==> config.mk <==
export PLATFORM = sky130hd
export DESIGN_NAME = opb_hazard_unit
export DESIGN_NICKNAME = d
export VERILOG_FILES = /design/src/rtl/opb_pkg.sv /design/src/rtl/opb_src_match.sv /design/src/rtl/opb_operand_sel.sv /design/src/rtl/opb_interlock_fsm.sv /design/src/rtl/opb_hazard_unit.sv
export SDC_FILE = /design/constraint.sdc
export NUM_CORES = 1
export LEC_CHECK = 0
export ABC_CLOCK_PERIOD_IN_PS = 3700
export BUFFER_PORTS_ARGS = -buffer_cell sky130_fd_sc_hd__buf_2
export CAP_MARGIN = 30
export CELL_PAD_IN_SITES_DETAIL_PLACEMENT = 1
export CELL_PAD_IN_SITES_GLOBAL_PLACEMENT = 1
export CORE_ASPECT_RATIO = 1.25
export CORE_MARGIN = 2
export CORE_UTILIZATION = 26
export CTS_CLUSTER_DIAMETER = 120
export DETAILED_ROUTE_END_ITERATION = 10
export GPL_TIMING_DRIVEN = 0
export HOLD_SLACK_MARGIN = 0.08
export MAX_ROUTING_LAYER = met4
export PLACE_DENSITY_LB_ADDON = 0.1
export SYNTH_ARGS = -nofsm -noshare
export SYNTH_HDL_FRONTEND = slang
export SYNTH_SLANG_ARGS = --single-unit
==> constraint.sdc <==
create_clock -name clk -period 3.7 [get_ports clk]
set_input_delay 0 -clock clk [delete_from_list [all_inputs] [get_ports clk]]
set_output_delay 0 -clock clk [all_outputs]
set_load 0.03 [all_outputs]
==> src/rtl/opb_pkg.sv <==
package opb_pkg;
    // Stage slots seen by the bypass network, youngest first
    localparam int NSTG    = 3;
    localparam int STG_EX  = 0;
    localparam int STG_MEM = 1;
    localparam int STG_WB  = 2;

    typedef enum logic {
        ST_RUN  = 1'b0,
        ST_HOLD = 1'b1
    } ilk_state_e;
endpackage

==> src/rtl/opb_src_match.sv <==
module opb_src_match
    import opb_pkg::*;
#(
    parameter int RAW = 5
) (
    input  logic [RAW-1:0]            src,
    input  logic [NSTG-1:0][RAW-1:0]  dst,
    input  logic [NSTG-1:0]           wen,
    input  logic [1:0]                ld_early,
    output logic [NSTG-1:0]           hit,
    output logic                      hz_ex,
    output logic                      hz_mem
);
    logic src_live;
    assign src_live = |src;

    for (genvar g = 0; g < NSTG; g++) begin : g_stg
        assign hit[g] = src_live && wen[g] && (dst[g] == src);
    end

    // Load data is not ready before write-back
    assign hz_ex  = hit[STG_EX]  && ld_early[0];
    assign hz_mem = hit[STG_MEM] && ld_early[1];
endmodule

==> src/rtl/opb_operand_sel.sv <==
module opb_operand_sel
    import opb_pkg::*;
#(
    parameter int XLEN = 32
) (
    input  logic                      src_zero,
    input  logic [NSTG-1:0]           hit,
    input  logic [NSTG-1:0][XLEN-1:0] cand,
    input  logic [XLEN-1:0]           rf_data,
    output logic [XLEN-1:0]           value
);
    always_comb begin
        value = src_zero ? '0 : rf_data;
        // Walk oldest to youngest so the youngest match wins
        for (int s = NSTG - 1; s >= 0; s--) begin
            if (hit[s]) value = cand[s];
        end
    end
endmodule

==> src/rtl/opb_interlock_fsm.sv <==
module opb_interlock_fsm
    import opb_pkg::*;
(
    input  logic clk,
    input  logic rst_n,
    input  logic hz_ex,
    input  logic hz_mem,
    output logic stall
);
    ilk_state_e st_q, st_d;

    always_ff @(posedge clk or negedge rst_n) begin
        if (!rst_n) st_q <= ST_RUN;
        else        st_q <= st_d;
    end

    always_comb begin
        st_d = st_q;
        unique case (st_q)
            ST_RUN:  if (hz_ex) st_d = ST_HOLD;
            ST_HOLD: st_d = ST_RUN;
        endcase
    end

    always_comb begin
        stall = 1'b0;
        unique case (st_q)
            ST_RUN:  stall = hz_ex || hz_mem;
            ST_HOLD: stall = 1'b1;
        endcase
    end
endmodule

==> src/rtl/opb_hazard_unit.sv <==
module opb_hazard_unit
    import opb_pkg::*;
#(
    parameter int XLEN = 32,
    parameter int RAW  = 5
) (
    input  logic            clk,
    input  logic            rst_n,
    input  logic [RAW-1:0]  rs1_idx,
    input  logic [RAW-1:0]  rs2_idx,
    input  logic [XLEN-1:0] rf_rs1_data,
    input  logic [XLEN-1:0] rf_rs2_data,
    input  logic            ex_wen,
    input  logic            ex_load,
    input  logic [RAW-1:0]  ex_dst,
    input  logic [XLEN-1:0] ex_result,
    input  logic            mem_wen,
    input  logic            mem_load,
    input  logic [RAW-1:0]  mem_dst,
    input  logic [XLEN-1:0] mem_result,
    input  logic            wb_wen,
    input  logic [RAW-1:0]  wb_dst,
    input  logic [XLEN-1:0] wb_result,
    output logic [XLEN-1:0] opa,
    output logic [XLEN-1:0] opb,
    output logic            fetch_en,
    output logic            decode_en,
    output logic            bubble
);
    localparam int NOPND = 2;

    logic [NOPND-1:0][RAW-1:0]  src_idx;
    logic [NOPND-1:0][XLEN-1:0] rf_val;
    logic [NOPND-1:0][XLEN-1:0] opnd;
    logic [NSTG-1:0][RAW-1:0]   stg_dst;
    logic [NSTG-1:0]            stg_wen;
    logic [NSTG-1:0][XLEN-1:0]  stg_val;
    logic [1:0]                 early_ld;
    logic [NOPND-1:0]           hz_ex_v;
    logic [NOPND-1:0]           hz_mem_v;
    logic                       stall;

    assign src_idx[0] = rs1_idx;
    assign src_idx[1] = rs2_idx;
    assign rf_val[0]  = rf_rs1_data;
    assign rf_val[1]  = rf_rs2_data;

    assign stg_dst[STG_EX]  = ex_dst;
    assign stg_dst[STG_MEM] = mem_dst;
    assign stg_dst[STG_WB]  = wb_dst;
    assign stg_wen[STG_EX]  = ex_wen;
    assign stg_wen[STG_MEM] = mem_wen;
    assign stg_wen[STG_WB]  = wb_wen;
    assign stg_val[STG_EX]  = ex_result;
    assign stg_val[STG_MEM] = mem_result;
    assign stg_val[STG_WB]  = wb_result;
    assign early_ld         = {mem_load, ex_load};

    for (genvar o = 0; o < NOPND; o++) begin : g_opnd
        logic [NSTG-1:0] hit;

        opb_src_match #(.RAW(RAW)) u_match (
            .src      (src_idx[o]),
            .dst      (stg_dst),
            .wen      (stg_wen),
            .ld_early (early_ld),
            .hit      (hit),
            .hz_ex    (hz_ex_v[o]),
            .hz_mem   (hz_mem_v[o])
        );

        opb_operand_sel #(.XLEN(XLEN)) u_sel (
            .src_zero (src_idx[o] == '0),
            .hit      (hit),
            .cand     (stg_val),
            .rf_data  (rf_val[o]),
            .value    (opnd[o])
        );
    end

    opb_interlock_fsm u_fsm (
        .clk    (clk),
        .rst_n  (rst_n),
        .hz_ex  (|hz_ex_v),
        .hz_mem (|hz_mem_v),
        .stall  (stall)
    );

    assign opa       = opnd[0];
    assign opb       = opnd[1];
    assign fetch_en  = ~stall;
    assign decode_en = ~stall;
    assign bubble    = stall;
endmodule

Word-level counts from Yosys, hierarchy flattened
Index checks and enable logic that the tools add are counted.
- bits in registers: 1
- output and inout bits: 67
- logic and storage cells: 43
- eq/ne operators: 6
- multiplexer cells: 11
- bitwise operators: 2
- reductions and logical operators: 23
- operators with widths (kind ; count):
    $mux 32 ; 8
    $eq 5x5->1 ; 6
    $logic_and 1x1->1 ; 16
    $logic_not 5->1 ; 2
    $reduce_or 5->1 ; 2
    $pmux 1 s2 ; 2
    $reduce_or 2->1 ; 2
    $not 1->1 ; 2
    $logic_or 1x1->1 ; 1
    $mux 1 ; 1

Longest topological paths before layout
- depth after elaboration: 8
- depth in mapped cells: 7

Modules after synthesis
Synthesis repeated with hierarchy kept, for this count alone.
- cell total of the unflattened synthesis: 307
- area, all modules: 2065.7 um2
- modules (own cells, without submodules) (module ; times used ; cells each ; area an instance (um2)):
    opb_operand_sel ; 2 ; 118 ; 770.7
    opb_src_match ; 2 ; 30 ; 219.0
    opb_hazard_unit ; 1 ; 8 ; 46.3
    opb_interlock_fsm ; 1 ; 3 ; 40.0

Least setup slack after synthesis
No wires, ideal clock.
- path kind: input port to output port
- start: input rs2_idx[2]
- end: output fetch_en
- data arrival time: 1.614 ns
- required time: 3.700 ns
- setup slack: 2.086 ns
- stages on the path: 6
- buffers on the path: 1
- cells stage by stage: or4_4 > nor2_4 > nor3_1 > o21ai_0 > and3b_1 > buf_4
- cells in the longest elaborated chain, start to end: 8
- elaborated cells between the ends (all ways): 14
- classes of those cells: 2 x eq/ne; 1 x mux; 1 x bitwise; 10 x reduce/logical
- ends and longest elaborated chain (what ; line ; source):
    start, declared ; opb_hazard_unit.sv:10 ; input logic [RAW-1:0] rs2_idx,
    $reduce_or 5->1 ; opb_src_match.sv:15 ; assign src_live = |src;
    $logic_and 1x1->1 (2 in a row) ; opb_src_match.sv:18 ; assign hit[g] = src_live && wen[g] && (dst[g] == src);
    $logic_and 1x1->1, on equally long branches ; opb_src_match.sv:22, opb_src_match.sv:23 ;
    $reduce_or 2->1, on equally long branches ; opb_hazard_unit.sv:84, opb_hazard_unit.sv:85 ;
    $logic_or 1x1->1 * ; opb_interlock_fsm.sv:28 ; ST_RUN: stall = hz_ex || hz_mem;
    $pmux 1 s2 * ; opb_interlock_fsm.sv:27 ; unique case (st_q)
    $not 1->1 * ; - ;
    end, declared ; opb_hazard_unit.sv:26 ; output logic fetch_en,
Every way passes the cells marked *; elsewhere a longest branch is shown, timed or not.

Worst setup path in the final report
- start: input rs2_idx[1]
- end: output opb[20]
- cells in the longest elaborated chain, start to end: 6
- elaborated cells between the ends (all ways): 15
- classes of those cells: 3 x eq/ne; 4 x mux; 8 x reduce/logical
- ends and longest elaborated chain (what ; line ; source):
    $reduce_or 5->1 ; opb_src_match.sv:15 ;
    $logic_and 1x1->1 (2 in a row) ; opb_src_match.sv:18 ;
    $mux 32 (2 in a row) ; opb_operand_sel.sv:16 ; if (hit[s]) value = cand[s];
    $mux 32 * ; opb_operand_sel.sv:16 ;
    end, declared ; opb_hazard_unit.sv:25 ; output logic [XLEN-1:0] opb,
Marks and branches as above.

==> summary by stage <==
Layout
The number of flip-flops under the largest register name is 1. The final net count is roughly 850. From synthesis to final layout, the design area changed by 52.4%. The register with the most flip-flops in the final layout is u_fsm.st_q. The area of all placed cells without fillers is roughly 0.0043 sq mm. In the final layout, the registers with the most flip-flops are u_fsm.st_q x1. The fraction of layout instances using a drive strength above 1 is a little under three fifths. The final non-filler cell total is about 800. Fill cells in the final layout number about 1.4k.

Clocking
The post-CTS resize count is 0. In this run the post-CTS setup repair buffer count came out at 0. After clock tree synthesis, the clock-pin slew on the worst setup and hold paths is 0 ns.

For the worst-skew pair, the clock arrives at the later sink with an insertion delay of 0 ns.

Place
The placed cell count is about 780. The area after detailed placement is between 0.004 and 0.005 sq mm. The weighted congestion at the end of routability-driven global placement is roughly 0.83. The total half-perimeter wirelength after legalization and detailed placement is between 10 and 15 mm. Input and output buffers added on the ports amount to 258.

Global routing
The via count of the first global-routing pass is about 4.8k. The global-route usage over all layers is about a quarter. The met2 routing resource usage after global routing is between 40% and 50%. In this run the most used layer during global routing was met2. The pin count of the biggest net entering global routing is 11. The number of antenna violations at the first check in global routing is 1. The met3 layer usage reported by global route is roughly 2.4%. In the global route stage, met1 resource usage came out at roughly 30%. The total overflow left after global routing is 0. The wire length of the first global-routing pass is approximately 24 mm.

Logic synthesis
The synthesized netlist occupies a cell area of 0.00280 sq mm. Synthesis produced a netlist with a net count of between 500 and 600. By area the synthesized netlist is led by sky130_fd_sc_hd__a221oi_2, sky130_fd_sc_hd__o21ai_0, sky130_fd_sc_hd__o21ai_1. The biggest area consumer among synthesized cells is sky130_fd_sc_hd__a221oi_2.

The library cell with the highest instance count after synthesis is sky130_fd_sc_hd__o21ai_0. After synthesis the netlist holds a flip-flop and latch count of 1. The count of warnings emitted by yosys is 0. A synthesized cell averages 7.11 sq um. Yosys mapped a number of flops with a built-in enable equal to 0.

The distinct cell type count of the synthesized netlist is 25. The share of synthesized area in the top cell type comes to between 30% and 40%. In the synthesized netlist, the number of instances is around 390. In the synthesized netlist the async set-or-reset flop fraction comes to 100%. The flip-flop cell with the highest count after synthesis is sky130_fd_sc_hd__dfrtp_1. Of the synthesized area, sequential elements account for 0.893%. The commonest cells after synthesis are sky130_fd_sc_hd__o21ai_0, sky130_fd_sc_hd__nand2_1, sky130_fd_sc_hd__o21ai_1.

Setup path
The required time reported for the critical path endpoint is between 3 and 4 ns. Counting both buffers and inverters, the worst setup path holds a total of 3. The worst register-to-register path has a depth of 1. The critical-path cell with the highest stage delay is sky130_fd_sc_hd__nor3_1. The largest driver fanout on the critical path is 10. The critical register-to-register path startpoint is u_fsm.st_q$_DFF_PN0_. The worst flop-to-flop path endpoint is u_fsm.st_q$_DFF_PN0_. The worst setup path is captured at an output pin. STA classifies the critical path startpoint as an input pin. The most repeated library cell on the critical path is sky130_fd_sc_hd__buf_2. For this run, the slowest stage of the critical path takes a little under 0.7 ns. The critical path data arrival time is roughly 2.1 ns. The kind of cell adding the most delay to the critical path is simple AND/OR/NAND/NOR gates. Traced cell by cell, the critical path runs through buf_2 > xnor2_1 > nand4_1 > nor3_1 > clkbuf_1 > nand2_1 > o21ai_1 > buf_2. Counting buffers and inverters, the worst setup path is 8 cells deep.

The critical path is of the in2out type. For flop-to-flop paths, the worst setup slack is 3.16 ns.

Power
The standby leakage power is 0.00182 uW. The worst vdd rail ir drop is 0.0571 mV. For this design the ratio of total power to cell area is around 140 mW/mm^2.

Route
In this run the remaining antenna-violating nets after routing total 0. For this block, the initial DRC count from the detailed router was between 100 and 150. The residual DRC count is 0. The post-detailed-routing wire length is approximately 15 mm.

In the routed layout, each cell is associated on average with a via count of about 5.4. The post-detailed-route wirelength per cell is slightly below 20 um. Across all layers, the routed design uses 4272 vias.

The pre-antenna-repair detailed-routing pass consisted of 4 iterations.

STA
Setup violations remaining at the end of the flow were counted as 0. The achievable clock frequency is 472 MHz. The post-route minimum period is 2.12 ns. The setup skew after layout is 0 ns. Measured against its own limit, the worst slew margin works out to around 42%. The final period utilization is roughly 57%. Setup repair after global routing left no endpoint under its margin. The final hold violation count is 0. At the pin with the least slew margin, the transition time is approximately 0.86 ns.

The final-report max-slew violation count was 0. For the final routed database, the setup TNS stands at 0 ns. On the final layout, the worst hold slack is roughly 0.31 ns.

Die
In this run the count of I/O pins placed on the die edge is 259. From bottom edge to top edge, the die measures 120 um. The floorplan die width is between 90 and 100 um. The number of core rows is between 40 and 50. Once the floorplan was initialized, standard cells occupied 26.5% of the core. The placeable core region is 0.0106 sq mm.

The total die area is roughly 0.012 sq mm.

Min path
The startpoint identified for the worst hold timing path is ex_load. The worst hold endpoint is u_fsm.st_q$_DFF_PN0_. The worst hold path belongs to the class in2reg.

The worst hold path passes through 3 cells.

Run
The number of maximum-capacitance violations is 0.

Status
The flow ran to the end, and the final reports show no timing, DRC or antenna violations.
how the worst max path moves through the flow:
stage | from | to
4_1_cts | rs2_idx[1] | opb[20]
3_5_place_dp | rs2_idx[1] | opb[20]
6_report | rs2_idx[1] | opb[20]
3_3_place_gp | rs2_idx[4] | opb[16]
2_1_floorplan | rs2_idx[2] | fetch_en
5_1_grt | rs2_idx[1] | opb[20]
tightest hold or removal path, stage by stage:
cell,delay [ns]
sky130_fd_sc_hd__buf_2,0.09
sky130_fd_sc_hd__o21ai_0,0.12
sky130_fd_sc_hd__nor2_1,0.05
repair_timing:
| action | in CTS | in global routing |
|---|---|---|
| endpoints found under the hold margin | 1 | 0 |
| endpoints found under the setup margin | 0 | 0 |
| hold buffers | 1 | 0 |
routing by layer:
metal,share of wire [%],vias up
li1,-,2018
met3,4.9,22
met2,53,174
met5,0,-
met4,1.6,0
met1,40,2058
cell type report:
class | count | area [sq um] | share of cell area [%]
repair buffers | 259 | 1300 | 30.5
multi-input cells | 351 | 2530 | 59.3
plain buffers | 42 | 244 | 5.71
flip-flops and latches | 1 | 25.0 | 0.586
well taps | 132 | 165 | 3.87
diodes | 1 | 2.50 | 0.0586
logic make-up after synthesis:
group,share of synthesized area (%)
AO/OA/AOI/OAI,57.0
XOR/XNOR,9.37
buffers and inverters,8.71
flip-flops,0.893
AND/OR/NAND/NOR,24.1
where the power goes:
part	internal [uW]	total (uW)	switching, uW
Clock	0.0000361	0.0000361	0
Combinational	247	602	355
Sequential	11.3	11.5	0.135
placed cells by master, fill, tap and decap left out, types with 3 or more instances in the layout:
cell type,count
sky130_fd_sc_hd__a221oi_1,4
sky130_fd_sc_hd__a221oi_2,60
sky130_fd_sc_hd__and2_1,3
sky130_fd_sc_hd__and2_2,29
sky130_fd_sc_hd__buf_2,267
sky130_fd_sc_hd__buf_4,4
sky130_fd_sc_hd__buf_6,8
sky130_fd_sc_hd__clkbuf_1,21
sky130_fd_sc_hd__nand2_1,68
sky130_fd_sc_hd__nand4_1,4
sky130_fd_sc_hd__nor3_1,6
sky130_fd_sc_hd__o21ai_0,69
sky130_fd_sc_hd__o21ai_1,61
sky130_fd_sc_hd__or3_2,4
sky130_fd_sc_hd__xnor2_1,24
sky130_fd_sc_hd__xor2_1,6
metrics by stage:
step                      power, uW  utilization [%]  setup WS (ns)
after global routing            655             40.4           1.27
after detailed placement        613             40.3           1.52
after global placement          605             40.3           1.58
after floorplan                 371                -           2.09
final                           613             40.4           1.58
after CTS                       615             40.4           1.51
No activity file was read; power rests on OpenSTA's default activity.
